`src/rtl/pd_txr_pkg.sv`:
```
// Shared types and sizes for the PD transmit retry controller.
// Assumes the 3-bit frame type encoding is fixed by the host interface.
package pd_txr_pkg;

    // Frame type codes as written by the host.
    typedef enum logic [2:0] {
        FT_SOP       = 3'd0,
        FT_SOP_P     = 3'd1,
        FT_SOP_PP    = 3'd2,
        FT_DBG_P     = 3'd3,
        FT_DBG_PP    = 3'd4,
        FT_HARD_RST  = 3'd5,
        FT_CABLE_RST = 3'd6,
        FT_BIST_CARR = 3'd7
    } frame_kind_e;

    // Sequencer states.
    typedef enum logic [2:0] {
        ST_IDLE,
        ST_LAUNCH,
        ST_SEND,
        ST_WAIT_ACK,
        ST_BIST
    } txr_state_e;

    localparam int unsigned HDR_BYTES = 2;
    localparam int unsigned OBJ_BYTES = 4;
    localparam int unsigned MAX_OBJS  = 7;
    localparam int unsigned MSG_MIN_BYTES = HDR_BYTES;
    localparam int unsigned MSG_MAX_BYTES = HDR_BYTES + MAX_OBJS * OBJ_BYTES;

endpackage

```
`src/rtl/pd_txr_cfg_check.sv`:
```
// Classifies the requested frame type and validates the byte count.
// Purely combinational; assumes inputs are only used in the start cycle.
module pd_txr_cfg_check
    import pd_txr_pkg::*;
#(
    parameter int unsigned CNT_W     = 8,
    parameter int unsigned MIN_BYTES = MSG_MIN_BYTES,
    parameter int unsigned MAX_BYTES = MSG_MAX_BYTES
) (
    input  logic [2:0]       frame_type_i,
    input  logic [CNT_W-1:0] byte_cnt_i,
    output logic             is_reset_o,
    output logic             is_bist_o,
    output logic             count_ok_o
);

    logic in_range;

    // Decode the frame class and check the message length window.
    always_comb begin
        is_reset_o = (frame_type_i == FT_HARD_RST) || (frame_type_i == FT_CABLE_RST);
        is_bist_o  = (frame_type_i == FT_BIST_CARR);
        in_range   = (32'(byte_cnt_i) >= MIN_BYTES) && (32'(byte_cnt_i) <= MAX_BYTES);
        count_ok_o = is_reset_o || is_bist_o || in_range;
    end

endmodule

```
`src/rtl/pd_txr_window.sv`:
```
// Cycle window timer: counts while run_i is high and flags the last cycle.
// Assumes run_i drops after expiry; the count clears whenever run_i is low.
module pd_txr_window #(
    parameter int unsigned LIMIT = 16
) (
    input  logic clk,
    input  logic rst_n,
    input  logic run_i,
    output logic expired_o
);

    localparam int unsigned CW = (LIMIT > 1) ? $clog2(LIMIT) : 1;

    logic [CW-1:0] cnt_q;

    // Flag the final cycle of the window.
    assign expired_o = run_i && (cnt_q == CW'(LIMIT - 1));

    // Advance while running, clear while stopped.
    always_ff @(posedge clk) begin
        if (!rst_n) begin
            cnt_q <= '0;
        end else if (!run_i) begin
            cnt_q <= '0;
        end else if (!expired_o) begin
            cnt_q <= cnt_q + 1'b1;
        end
    end

endmodule

```
`src/rtl/pd_txr_fsm.sv`:
```
// Transmit sequencer: captures a request, launches attempts, handles
// retries, reset frames and the BIST carrier, and emits one outcome pulse.
// Assumes ack and rx pulses are already synchronous to clk.
module pd_txr_fsm
    import pd_txr_pkg::*;
#(
    parameter int unsigned RETRY_W = 2
) (
    input  logic               clk,
    input  logic               rst_n,
    input  logic               start_i,
    input  logic [2:0]         frame_type_i,
    input  logic [RETRY_W-1:0] retry_i,
    input  logic               is_reset_i,
    input  logic               is_bist_i,
    input  logic               count_ok_i,
    input  logic               rx_msg_i,
    input  logic               phy_done_i,
    input  logic               ack_i,
    input  logic               ack_expired_i,
    input  logic               bist_expired_i,
    output logic               phy_req_o,
    output logic [2:0]         phy_type_o,
    output logic               ack_run_o,
    output logic               bist_run_o,
    output logic               busy_o,
    output logic               alert_success_o,
    output logic               alert_discard_o,
    output logic               alert_fail_o
);

    txr_state_e         state_q;
    logic [2:0]         type_q;
    logic               reset_q;
    logic               bist_q;
    logic [RETRY_W-1:0] left_q;

    // State-derived outputs towards the PHY, timers and host.
    always_comb begin
        phy_req_o  = (state_q == ST_SEND);
        phy_type_o = type_q;
        ack_run_o  = (state_q == ST_WAIT_ACK);
        bist_run_o = (state_q == ST_BIST);
        busy_o     = (state_q != ST_IDLE);
    end

    // Sequence one transmission and register the outcome pulse.
    always_ff @(posedge clk) begin
        if (!rst_n) begin
            state_q         <= ST_IDLE;
            type_q          <= '0;
            reset_q         <= 1'b0;
            bist_q          <= 1'b0;
            left_q          <= '0;
            alert_success_o <= 1'b0;
            alert_discard_o <= 1'b0;
            alert_fail_o    <= 1'b0;
        end else begin
            alert_success_o <= 1'b0;
            alert_discard_o <= 1'b0;
            alert_fail_o    <= 1'b0;
            case (state_q)
                ST_IDLE: begin
                    if (start_i) begin
                        if (!count_ok_i) begin
                            alert_fail_o <= 1'b1;
                        end else begin
                            type_q  <= frame_type_i;
                            reset_q <= is_reset_i;
                            bist_q  <= is_bist_i;
                            left_q  <= retry_i;
                            state_q <= ST_LAUNCH;
                        end
                    end
                end
                ST_LAUNCH: begin
                    if (rx_msg_i) begin
                        alert_discard_o <= 1'b1;
                        state_q         <= ST_IDLE;
                    end else if (bist_q) begin
                        state_q <= ST_BIST;
                    end else begin
                        state_q <= ST_SEND;
                    end
                end
                ST_SEND: begin
                    if (phy_done_i) begin
                        if (reset_q) begin
                            alert_success_o <= 1'b1;
                            state_q         <= ST_IDLE;
                        end else begin
                            state_q <= ST_WAIT_ACK;
                        end
                    end
                end
                ST_WAIT_ACK: begin
                    if (ack_i) begin
                        alert_success_o <= 1'b1;
                        state_q         <= ST_IDLE;
                    end else if (ack_expired_i) begin
                        if (left_q != '0) begin
                            left_q  <= left_q - 1'b1;
                            state_q <= ST_LAUNCH;
                        end else begin
                            alert_fail_o <= 1'b1;
                            state_q      <= ST_IDLE;
                        end
                    end
                end
                ST_BIST: begin
                    if (bist_expired_i) begin
                        alert_success_o <= 1'b1;
                        state_q         <= ST_IDLE;
                    end
                end
                default: state_q <= ST_IDLE;
            endcase
        end
    end

endmodule

```
`src/rtl/pd_tx_retry_ctrl.sv`:
```
// Top of the PD transmit retry controller: configuration check, sequencer,
// acknowledgement window timer and BIST carrier duration timer.
// Assumes all inputs are synchronous to clk; reset is synchronous active low.
module pd_tx_retry_ctrl
    import pd_txr_pkg::*;
#(
    parameter int unsigned ACK_TIMEOUT_CYC = 50_000,
    parameter int unsigned BIST_CYC        = 2_500_000,
    parameter int unsigned CNT_W           = 8
) (
    input  logic             clk,
    input  logic             rst_n,
    input  logic             start_i,
    input  logic [2:0]       frame_type_i,
    input  logic [1:0]       retry_cnt_i,
    input  logic [CNT_W-1:0] byte_cnt_i,
    input  logic             rx_msg_i,
    input  logic             phy_done_i,
    input  logic             ack_i,
    output logic             phy_req_o,
    output logic [2:0]       phy_type_o,
    output logic             busy_o,
    output logic             bist_active_o,
    output logic             alert_success_o,
    output logic             alert_discard_o,
    output logic             alert_fail_o
);

    localparam int unsigned RETRY_W = 2;

    logic is_reset;
    logic is_bist;
    logic count_ok;
    logic ack_run;
    logic ack_expired;
    logic bist_run;
    logic bist_expired;

    pd_txr_cfg_check #(
        .CNT_W     (CNT_W),
        .MIN_BYTES (MSG_MIN_BYTES),
        .MAX_BYTES (MSG_MAX_BYTES)
    ) u_cfg (
        .frame_type_i (frame_type_i),
        .byte_cnt_i   (byte_cnt_i),
        .is_reset_o   (is_reset),
        .is_bist_o    (is_bist),
        .count_ok_o   (count_ok)
    );

    pd_txr_fsm #(
        .RETRY_W (RETRY_W)
    ) u_fsm (
        .clk             (clk),
        .rst_n           (rst_n),
        .start_i         (start_i),
        .frame_type_i    (frame_type_i),
        .retry_i         (retry_cnt_i),
        .is_reset_i      (is_reset),
        .is_bist_i       (is_bist),
        .count_ok_i      (count_ok),
        .rx_msg_i        (rx_msg_i),
        .phy_done_i      (phy_done_i),
        .ack_i           (ack_i),
        .ack_expired_i   (ack_expired),
        .bist_expired_i  (bist_expired),
        .phy_req_o       (phy_req_o),
        .phy_type_o      (phy_type_o),
        .ack_run_o       (ack_run),
        .bist_run_o      (bist_run),
        .busy_o          (busy_o),
        .alert_success_o (alert_success_o),
        .alert_discard_o (alert_discard_o),
        .alert_fail_o    (alert_fail_o)
    );

    pd_txr_window #(
        .LIMIT (ACK_TIMEOUT_CYC)
    ) u_ack_win (
        .clk       (clk),
        .rst_n     (rst_n),
        .run_i     (ack_run),
        .expired_o (ack_expired)
    );

    pd_txr_window #(
        .LIMIT (BIST_CYC)
    ) u_bist_win (
        .clk       (clk),
        .rst_n     (rst_n),
        .run_i     (bist_run),
        .expired_o (bist_expired)
    );

    // The carrier window is exactly the time the BIST timer runs.
    assign bist_active_o = bist_run;

endmodule

```
`config.mk`:
```
export PLATFORM = sky130hd
export DESIGN_NAME = pd_tx_retry_ctrl
export DESIGN_NICKNAME = d
export VERILOG_FILES = /design/src/rtl/pd_txr_pkg.sv /design/src/rtl/pd_txr_cfg_check.sv /design/src/rtl/pd_txr_window.sv /design/src/rtl/pd_txr_fsm.sv /design/src/rtl/pd_tx_retry_ctrl.sv
export SDC_FILE = /design/constraint.sdc
export NUM_CORES = 1
export LEC_CHECK = 0
export BUFFER_PORTS_ARGS = -buffer_cell sky130_fd_sc_hd__buf_2
export CORE_ASPECT_RATIO = 1.1
export CORE_MARGIN = 1
export CORE_UTILIZATION = 65
export CTS_BUF_LIST = sky130_fd_sc_hd__clkbuf_2 sky130_fd_sc_hd__clkbuf_4 sky130_fd_sc_hd__clkbuf_8
export DETAILED_ROUTE_END_ITERATION = 16
export GPL_TIMING_DRIVEN = 1
export PLACE_DENSITY = 0.87
export SYNTH_ARGS = -nofsm -noshare
export SYNTH_HDL_FRONTEND = slang
export SYNTH_SLANG_ARGS = --single-unit
```
`constraint.sdc`:
```
create_clock -name clk -period 4.48 [get_ports clk]
set_clock_uncertainty 0.1 [all_clocks]
set_input_delay 0.448 -clock clk [delete_from_list [all_inputs] [get_ports clk]]
set_output_delay 0.448 -clock clk [all_outputs]
set_load 0.05 [all_outputs]
```
---- Word level (Yosys, flattened, before mapping) ----
Cells that the tools add are included.
word-level totals
  output and inout port bits .............. 9
  word-level logic and storage cells ...... 77
  register bits ........................... 51
  input bits .............................. 19
cells by class
  mux-type cells .......................... 29
  add/subtract/negate cells ............... 3
  equal/unequal tests ..................... 17
  order comparisons ....................... 2
  reduce and logical (&&, ||, !) cells .... 16
operators by type and width
  operator                                                                          number
  3-bit two-way mux                                                                 8
  22-bit by 1-bit adder with 22-bit output, second input constant                   1
  22-bit equality test, second input constant                                       1
  16-bit by 1-bit adder with 16-bit output, second input constant                   1
  16-bit equality test, second input constant                                       1
  3-bit one-hot mux with 5 select lines                                             1
  3-bit equality test, second input constant                                        4
  2-bit two-way mux                                                                 6
  2-bit inequality test, second input constant                                      6
  1-bit two-way mux                                                                 11
  8-bit by 2-bit >= comparator with 1-bit output, second input constant             1
  8-bit by 5-bit less-or-equal comparator with 1-bit output, second input constant  1
  3-bit by 2-bit equality test with 1-bit output, second input constant             2
  2-bit AND reduction                                                               3
  6-bit AND reduction                                                               1
  5-bit AND reduction                                                               1
  2-bit one-hot mux with 2 select lines                                             1
  2-bit nonzero test                                                                2
  3-bit by 1-bit equality test with 1-bit output, second input constant             1
  1-bit logical AND                                                                 3
  3-bit zero test                                                                   1
  1-bit logical OR                                                                  3
  3-bit inequality test, second input constant                                      1
  1-bit one-hot mux with 3 select lines                                             1
  5 further kinds                                                                   5

---- Longest topological paths before layout ----
Gate-level depths: netlist of run 1.
  depth after elaboration ................. 7
  gate-level depth with buffers ........... 7

---- Cells and area by module ----
A second synthesis of run 1 with hierarchy kept.
unflattened totals
  cells, all modules ...................... 313
  area, all modules ....................... 2643.8 um^2
modules (own cells, without submodules)
  module                       seq. area each (um^2)  cells each  area an instance (um^2)  times used
  pd_txr_window at u_bist_win  440.4                  116         1002.2                   1
  pd_txr_window at u_ack_win   320.3                  103         844.6                    1
  pd_txr_fsm                   260.2                  84          739.5                    1
  pd_txr_cfg_check             0.0                    10          57.6                     1

---- Least setup slack after synthesis of run 1 ----
OpenSTA, ideal clock, no wires.
  path kind ............................... register to register
  start ................................... reg u_fsm.state_q[0]
  end ..................................... reg u_fsm.state_q[0]
  data required time ...................... 4.256 ns
  setup slack ............................. 2.134 ns
  arrival ................................. 2.122 ns
  setup time .............................. 0.124 ns
  period minus slack after synthesis ...... 2.346 ns
  stages on the path, launching flop included .. 7
  buffers on the path ..................... 1
  cells stage by stage .................... dfxtp_1 > buf_4 > nor3b_1 > nor2b_1 > nor2_1 > nand2_1 > o21ai_0
RTL lines
  what                                                RTL line                source
  start, declared                                     pd_txr_fsm.sv:32        txr_state_e state_q;
  start signal, assigned                              pd_txr_fsm.sv:50        state_q <= ST_IDLE;
  start signal, assigned                              pd_txr_fsm.sv:72        state_q <= ST_LAUNCH;
  start signal, assigned                              pd_txr_fsm.sv:79        state_q <= ST_IDLE;
  3-bit by 2-bit equality test with 1-bit output (*)  --
  named net phy_req_o                                 pd_tx_retry_ctrl.sv:20  output logic phy_req_o,
  2-bit inequality test (no source line)              --
  5-bit AND reduction (no source line)                --
The timed path passes the listed nets; every way through them passes the cells marked *.
A chain may end at the register's enable or synchronous reset.

---- Worst setup path after layout of run 1 ----
  start ................................... reg u_fsm.state_q[1]
  end ..................................... out phy_req_o
on the way
  cells in the longest elaborated chain, start to end .. 1
RTL lines
  what                                            RTL line                source
  3-bit by 2-bit equality test with 1-bit output  pd_txr_fsm.sv:40        phy_req_o = (state_q == ST_SEND);
  end, declared                                   pd_tx_retry_ctrl.sv:20
Every way passes these cells.

==> summary.md, run 1 <==
| Metric | Value |
|---|---|
| Via density per instance | `5.90` |
| Slowest stage delay, CP | `580 ps` |
| Vias in the first global route | `2003` |
| Maximum number of pins on one net before global-route repair | `23` |
| Number of max-cap violations | `0` |
| Fmax | `0.451 GHz` |
| Clock latency of the later-clocked register in the worst-skew pair | `approximately 310 ps` |
| Arrival time at the worst endpoint | `roughly 1700 ps` |
| Synth-to-layout area growth | `9.94%` |
| Critical path launch point type | `flop` |
| IO buf count | `27` |
| Crit-path slowest cell | `dfxtp_1` |
| Hold path start | `frame_type_i[1]` |
| Status | `completed` |
| CTS H-tree lvls | `2` |
| Root cell of the clock tree | `clkbuf_8` |
| Post-CTS setup buffer count | `0` |
| Kind of path behind the tightest hold check | `in -> reg` |
| Total wirelength of the detailed-routed design | `approximately 5 mm` |
| Ys flop type | `dfxtp_1` |
| HPWL Detailed | `roughly 3.6 mm` |
| Clock transition at the register clock pins on the worst setup and hold paths after CTS | `~90 ps` |
| Power per Cell Area | `~280 nW/um2` |
| Drc violations | `0` |
| PostCTS Resize Cnt | `0` |
| Kind of end point of the critical path | `primary output` |
| Max Root-Sink Buffers | `2` |
| Critical path class | `reg -> out` |
| Number of endpoints failing setup at the final stage | `0` |
| Cts bufs inserted | `5` |
| IO Pins | `28` |
| Net count of the mapped netlist | `a little over 300` |
| Syn avg cell area | `8.86 um2` |
| Synthesized instance count | `284` |
| Worst-path fanout max | `13` |
| Core area | `around 3700 um2` |
| Seq/Total Area, Yosys | `40.6%` |
| RR Startpoint | `u_fsm.state_q[2]` |
| Yosys top cell by area | `dfxtp_1` |
| CP Data Required Time | `3930 ps` |
| First-pass iteration count of the detailed router | `4` |
| Max rail drop VDD | `0.269 mV` |
| Number of register bits inferred by synthesis | `just over 50` |
| Fraction of registers with async set/reset | `0%` |
| Register Area | `between 1000 and 1500 um2` |
| Commonest cells post-synth | `dfxtp_1, nor2_1, xor2_1, nand2_1, nand4_1` |
| Cells traversed along the worst timing path | `nor3b_1, buf_2` |
| Post-layout nets | `333` |
| Setup_tns | `0 ps` |
| Routed len/inst | `13.8 um` |
| Cell Area, Synth | `roughly 2500 um2` |
| Wire length of the first global-routing pass | `a little over 8 mm` |
| Leading post-synthesis cells by cell area | `dfxtp_1, xor2_1, nor2_1, nand4_1, nand2_1` |
| Antenna Cells | `0` |
| Share of final-layout standard cells stronger than drive strength 1 | `15.8%` |
| Post-route ant nets | `0` |
| Die width | `roughly 61 um` |
| Die height | `67.3 um` |
| Final count of hold timing violations | `0` |
| Number of rows in the core area | `23` |
| Global-route usage over all layers | `26.5%` |
| Clock tree from TritonCTS | `yes` |
| Total of hold buffers inserted after clock tree synthesis | `0` |
| Core Util, Final | `75.1%` |
| Fin. max-slew vios | `0` |
| P_leak | `0.974 nW` |
| RePlAce Congestion | `0.808` |
| Relative slew margins | `about half` |
| Number of synthesized flops with an enable pin | `0` |
| Via count | `2131` |
| Top-area cell type share of the netlist area | `between 40% and 50%` |
| Beginning of the critical path | `u_fsm.state_q[1]` |
| First-iteration detailed-routing DRC count | `97` |
| Crit share post-route | `just under 50%` |
| Starting density of the core | `68.3%` |
| Area enclosed by the die boundary | `4130 um2` |
| Filler Cells Inserted | `311` |
| Final critical-path setup slack | `2260 ps` |
| Initial antenna violation count | `0` |
| Worst setup slack for register-to-register paths | `2380 ps` |
| Post-route minimum period | `approximately 2200 ps` |
| Worst slack at placement | `between 2000 and 2500 ps` |
| Number of warnings printed during yosys synthesis | `0` |
| Area taken by multi-input logic gates | `roughly 1400 um2` |
| RSZ-0062 raised after global routing | `false` |
| Transition time of the tightest slew-check pin | `roughly 720 ps` |
| Top-count cell post-synth | `dfxtp_1` |
| Count of different cell masters after synthesis | `48` |
| GR Overflow Total | `0` |
| Clock sink count | `51` |
## cell usage in the layout (no fill, tap or decap), drive strengths merged, types with 2 or more instances in the layout
cell,instances
and4b,3
nor3b,4
inv,8
and2,6
ha,3
nor3,7
clkbuf,5
o221ai,2
and4,3
buf,27
nand3,9
nand4,18
o2111ai,2
nor4bb,2
nor4,2
o211ai,2
a21boi,3
nand2b,3
mux2i,5
or3,5
nor2,41
xor2,23
dfxtp,51
nor2b,5
xnor2,9
and3,5
o311a,2
o21ai,12
a21oi,9
nor4b,5
clkinv,2
nand2,22
## worst max-delay path, delay by kind of cell (launching register included)
kind,cells,cell delay [ps]
AND/OR/NAND/NOR,1,430
flip-flops,1,580
buffers and inverters,1,350
## cell type report
cell class | count | share of cell area [%]
clock buffers | 5 | 2.49
clock inverters | 2 | 0.497
inverters | 8 | 1.08
multi-input cells | 218 | 51.9
flip-flops and latches | 51 | 36.9
well taps | 50 | 2.26
repair buffers | 27 | 4.88
## path summary, 6_finish.rpt
| path | cells after the start | to |
|---|---|---|
| max | 2 | phy_req_o |
| min | 3 | u_fsm.bist_q |
| max reg2reg | 5 | u_bist_win.cnt_q[3] |
| min reg2reg | 1 | u_fsm.left_q[1] |
## cells by family after synthesis
| group | after synthesis | share of synthesized area (%) |
|---|---|---|
| simple gates | 143 | 33.2 |
| flops | 51 | 40.6 |
| compound gates | 35 | 9.24 |
| xor+xnor | 32 | 11.1 |
| buf+inv | 15 | 2.39 |
| mux | 5 | 1.99 |
| fa+ha+maj | 3 | 1.49 |
## state kept, by name, summed over array words and instances (netlist names)
signal / count
u_bist_win.cnt_q: 22
u_fsm.reset_q: 1
u_fsm.left_q: 2
u_ack_win.cnt_q: 16
u_fsm.alert_fail_o: 1
u_fsm.bist_q: 1
u_fsm.alert_success_o: 1
u_fsm.phy_type_o: 3
u_fsm.state_q: 3
u_fsm.alert_discard_o: 1
## routing by layer
| metal | share of wire [%] | vias up | GRT usage, % |
|---|---|---|---|
| met5 | 0 | - | 0 |
| met4 | 1.5 | 0 | 11.4 |
| met3 | 3.8 | 7 | 5.75 |
| met2 | 49 | 48 | 45.1 |
| met1 | 45 | 1012 | 31.8 |
| li1 | - | 1064 | - |
## power by group
part / internal, mW / switching [mW] / leakage, nW / total [mW]
sequential: 0.459 / 0.00646 / 0.412 / 0.465
clock: 0.107 / 0.148 / 0.0440 / 0.255
combinational: 0.0226 / 0.0388 / 0.518 / 0.0614
## stage by stage
stage / cell area, um2 / std cells / power (mW) / hold WS (ps)
after detailed placement: 2690 / 354 / 0.537 / 402
after CTS: 2770 / 361 / 0.789 / 340
after global routing: 2770 / 361 / 0.808 / 341
after floorplan: 2520 / 284 / 0.517 / 359
after global placement: 2690 / 354 / 0.535 / 381
final: 2770 / 361 / 0.781 / 353
Note: power is estimated with default switching activity, not from simulation.
==> inputs of run 2 (changes only) <==
Settings changed: CORE_UTILIZATION 65 to 60, PLACE_DENSITY 0.87 to 0.81.
Clock period 4.48 ns to 2.3 ns, I/O delays scaled along.
==> run 2 against run 1 <==
  * Non-clock buffer count increased by 1
  * Global-route usage down 3.0 points
  * Utilization is 4.9 points lower
  * Combinational power increased by 92%
  * Register-to-register slack got worse by 2000 ps
  * Highest routed layer unchanged
==> summary.md, run 2 (same netlist as run 1, synthesis figures left out) <==
| Metric | Value |
|---|---|
| Number of max-cap violations | `0` |
| Worst-path fanout max | `7` |
| Fin. max-slew vios | `0` |
| Die width | `63.8 um` |
| Starting density of the core | `around 63%` |
| Clock sink count | `51` |
| Cells traversed along the worst timing path | `ha_1, nor4b_1, nand4_1, nor2_2, mux2i_1, nor2_1` |
| Global-route usage over all layers | `between 20% and 30%` |
| Post-CTS setup buffer count | `0` |
| GRT met1 Usage | `28.9%` |
| Number of flip-flops under the largest register name | `22` |
| Number of rows in the core area | `24` |
| Clock latency of the later-clocked register in the worst-skew pair | `around 310 ps` |
| P_leak | `0.988 nW` |
| Number of standard cells in the final layout excluding fillers | `365` |
| Worst slack at placement | `392 ps` |
| Critical path launch point type | `flop` |
| Relative slew margins | `62.9%` |
| Placed cells | `about 360` |
| First-pass iteration count of the detailed router | `4` |
| Routed len/inst | `13.2 um` |
| Crit share post-route | `84.4%` |
| RePlAce Congestion | `0.882` |
| Transition time of the tightest slew-check pin | `551 ps` |
| Met3 track demand over resource | `3.43%` |
| Wire length of the first global-routing pass | `approximately 8.3 mm` |
| IO Pins | `28` |
| Worst Hold Margin | `119 ps` |
| Final count of hold timing violations | `0` |
| Antenna Cells | `0` |
| Clock tree from TritonCTS | `yes` |
| Met2 Use GR | `between 40% and 50%` |
| Largest registers | `u_bist_win.cnt_q: 22 flops, u_ack_win.cnt_q: 16 flops` |
| Filler Cells Inserted | `307` |
| Die height | `~70 um` |
| Kind of end point of the critical path | `flop` |
| RSZ-0062 raised after global routing | `false` |
| Final critical-path setup slack | `358 ps` |
| Core area | `3990 um2` |
| Via count | `2041` |
| Clock transition at the register clock pins on the worst setup and hold paths after CTS | `80 ps` |
| Core Util, Final | `70.2%` |
| Final instance area | `2800 um2` |
| Status | `completed` |
| Total wirelength of the detailed-routed design | `4.82 mm` |
| Slowest stage delay, CP | `430 ps` |
| Vias in the first global route | `about 1900` |
| Post-route minimum period | `a little under 2000 ps` |
| Crit-path slowest cell | `dfxtp_1` |
| GR Overflow Total | `0` |
| Cts bufs inserted | `5` |
| Post-route ant nets | `0` |
| Kind of path behind the tightest hold check | `in -> reg` |
| Arrival time at the worst endpoint | `2040 ps` |
| Max rail drop VDD | `0.340 mV` |
| Total of hold buffers inserted after clock tree synthesis | `0` |
| First-iteration detailed-routing DRC count | `96` |
| Area after detailed placement | `about 2700 um2` |
| Max Root-Sink Buffers | `2` |
| HPWL Detailed | `roughly 3.5 mm` |
| Maximum number of pins on one net before global-route repair | `22` |
| Fmax | `~0.52 GHz` |
| Total power consumption of the routed design | `roughly 1.6 mW` |
| CP Data Required Time | `between 2000 and 2500 ps` |
| Number of endpoints failing setup at the final stage | `0` |
| Most frequent standard cell in the layout excluding fill and tap cells | `dfxtp_1` |
| Initial antenna violation count | `0` |
| Commonest cells after routing, fill and taps aside | `dfxtp_1, nor2_1, buf_2, xor2_1, nand2_1` |
| Via density per instance | `around 5.6` |
| Post-layout nets | `334` |
| Root cell of the clock tree | `clkbuf_8` |
| Synth-to-layout area growth | `11.4%` |
| Critical path class | `reg -> reg` |
| Busiest grt layer | `met2` |
| Area enclosed by the die boundary | `between 4000 and 5000 um2` |
| Power per Cell Area | `566 nW/um2` |
| CTS H-tree lvls | `2` |
| Setup_tns | `0 ps` |
| IO buf count | `27` |
| PostCTS Resize Cnt | `0` |
| Share of final-layout standard cells stronger than drive strength 1 | `16.6%` |
| Largest reg by FF count | `u_bist_win.cnt_q` |
| Drc violations | `0` |
run 2: cell count changes in the layout (fill, tap and decap cells not counted):
cell and change:
clkinv_4 -1, clkinvlp_4 +1, nor3b_2 +1, nor3b_1 -1
buf_4 +1, clkinv_2 -1, clkbuf_8 +2
run 2: where the power goes:
group	switching [mW]	internal [mW]	leakage [nW]
combinational	0.0739	0.0440	0.526
clock	0.289	0.274	0.0505
sequential	0.0125	0.894	0.412
total	0.375	1.21	0.988
run 2: final cells by class:
type	instances	area, um2	area share [%]
inverter	8	30.0	1.07
sequential	51	1020	36.4
tap	52	65.1	2.32
timing repair buffer	28	143	5.09
multi-input combinational	218	1440	51.4
clock buffer	7	96.3	3.44
clock inverter	1	7.51	0.268
run 2: metal layers:
| layer | up-vias | part of all wire [%] |
|---|---|---|
| li1 | 1066 | - |
| met1 | 943 | 47 |
| met2 | 23 | 49 |
| met3 | 9 | 1.6 |
| met4 | 0 | 2.1 |
| met5 | - | 0 |
run 2: final timing paths:
kind                                     startpoint             endpoint  slack (ps)  depth (start not counted)
worst min register to register         u_fsm.bist_q         u_fsm.bist_q         410                          2
worst max register to register  u_bist_win.cnt_q[0]  u_bist_win.cnt_q[1]         360                          6
worst max-delay path            u_bist_win.cnt_q[0]  u_bist_win.cnt_q[1]         360                          6
worst min-delay path                frame_type_i[1]         u_fsm.bist_q         120                          3
run 2: worst max-delay path, delay by kind of cell (launching register included):
family / cells / cell delay [ps]
adders and majority gates: 1 / 250
DFF: 1 / 430
muxes: 1 / 240
and+or+nand+nor: 4 / 820
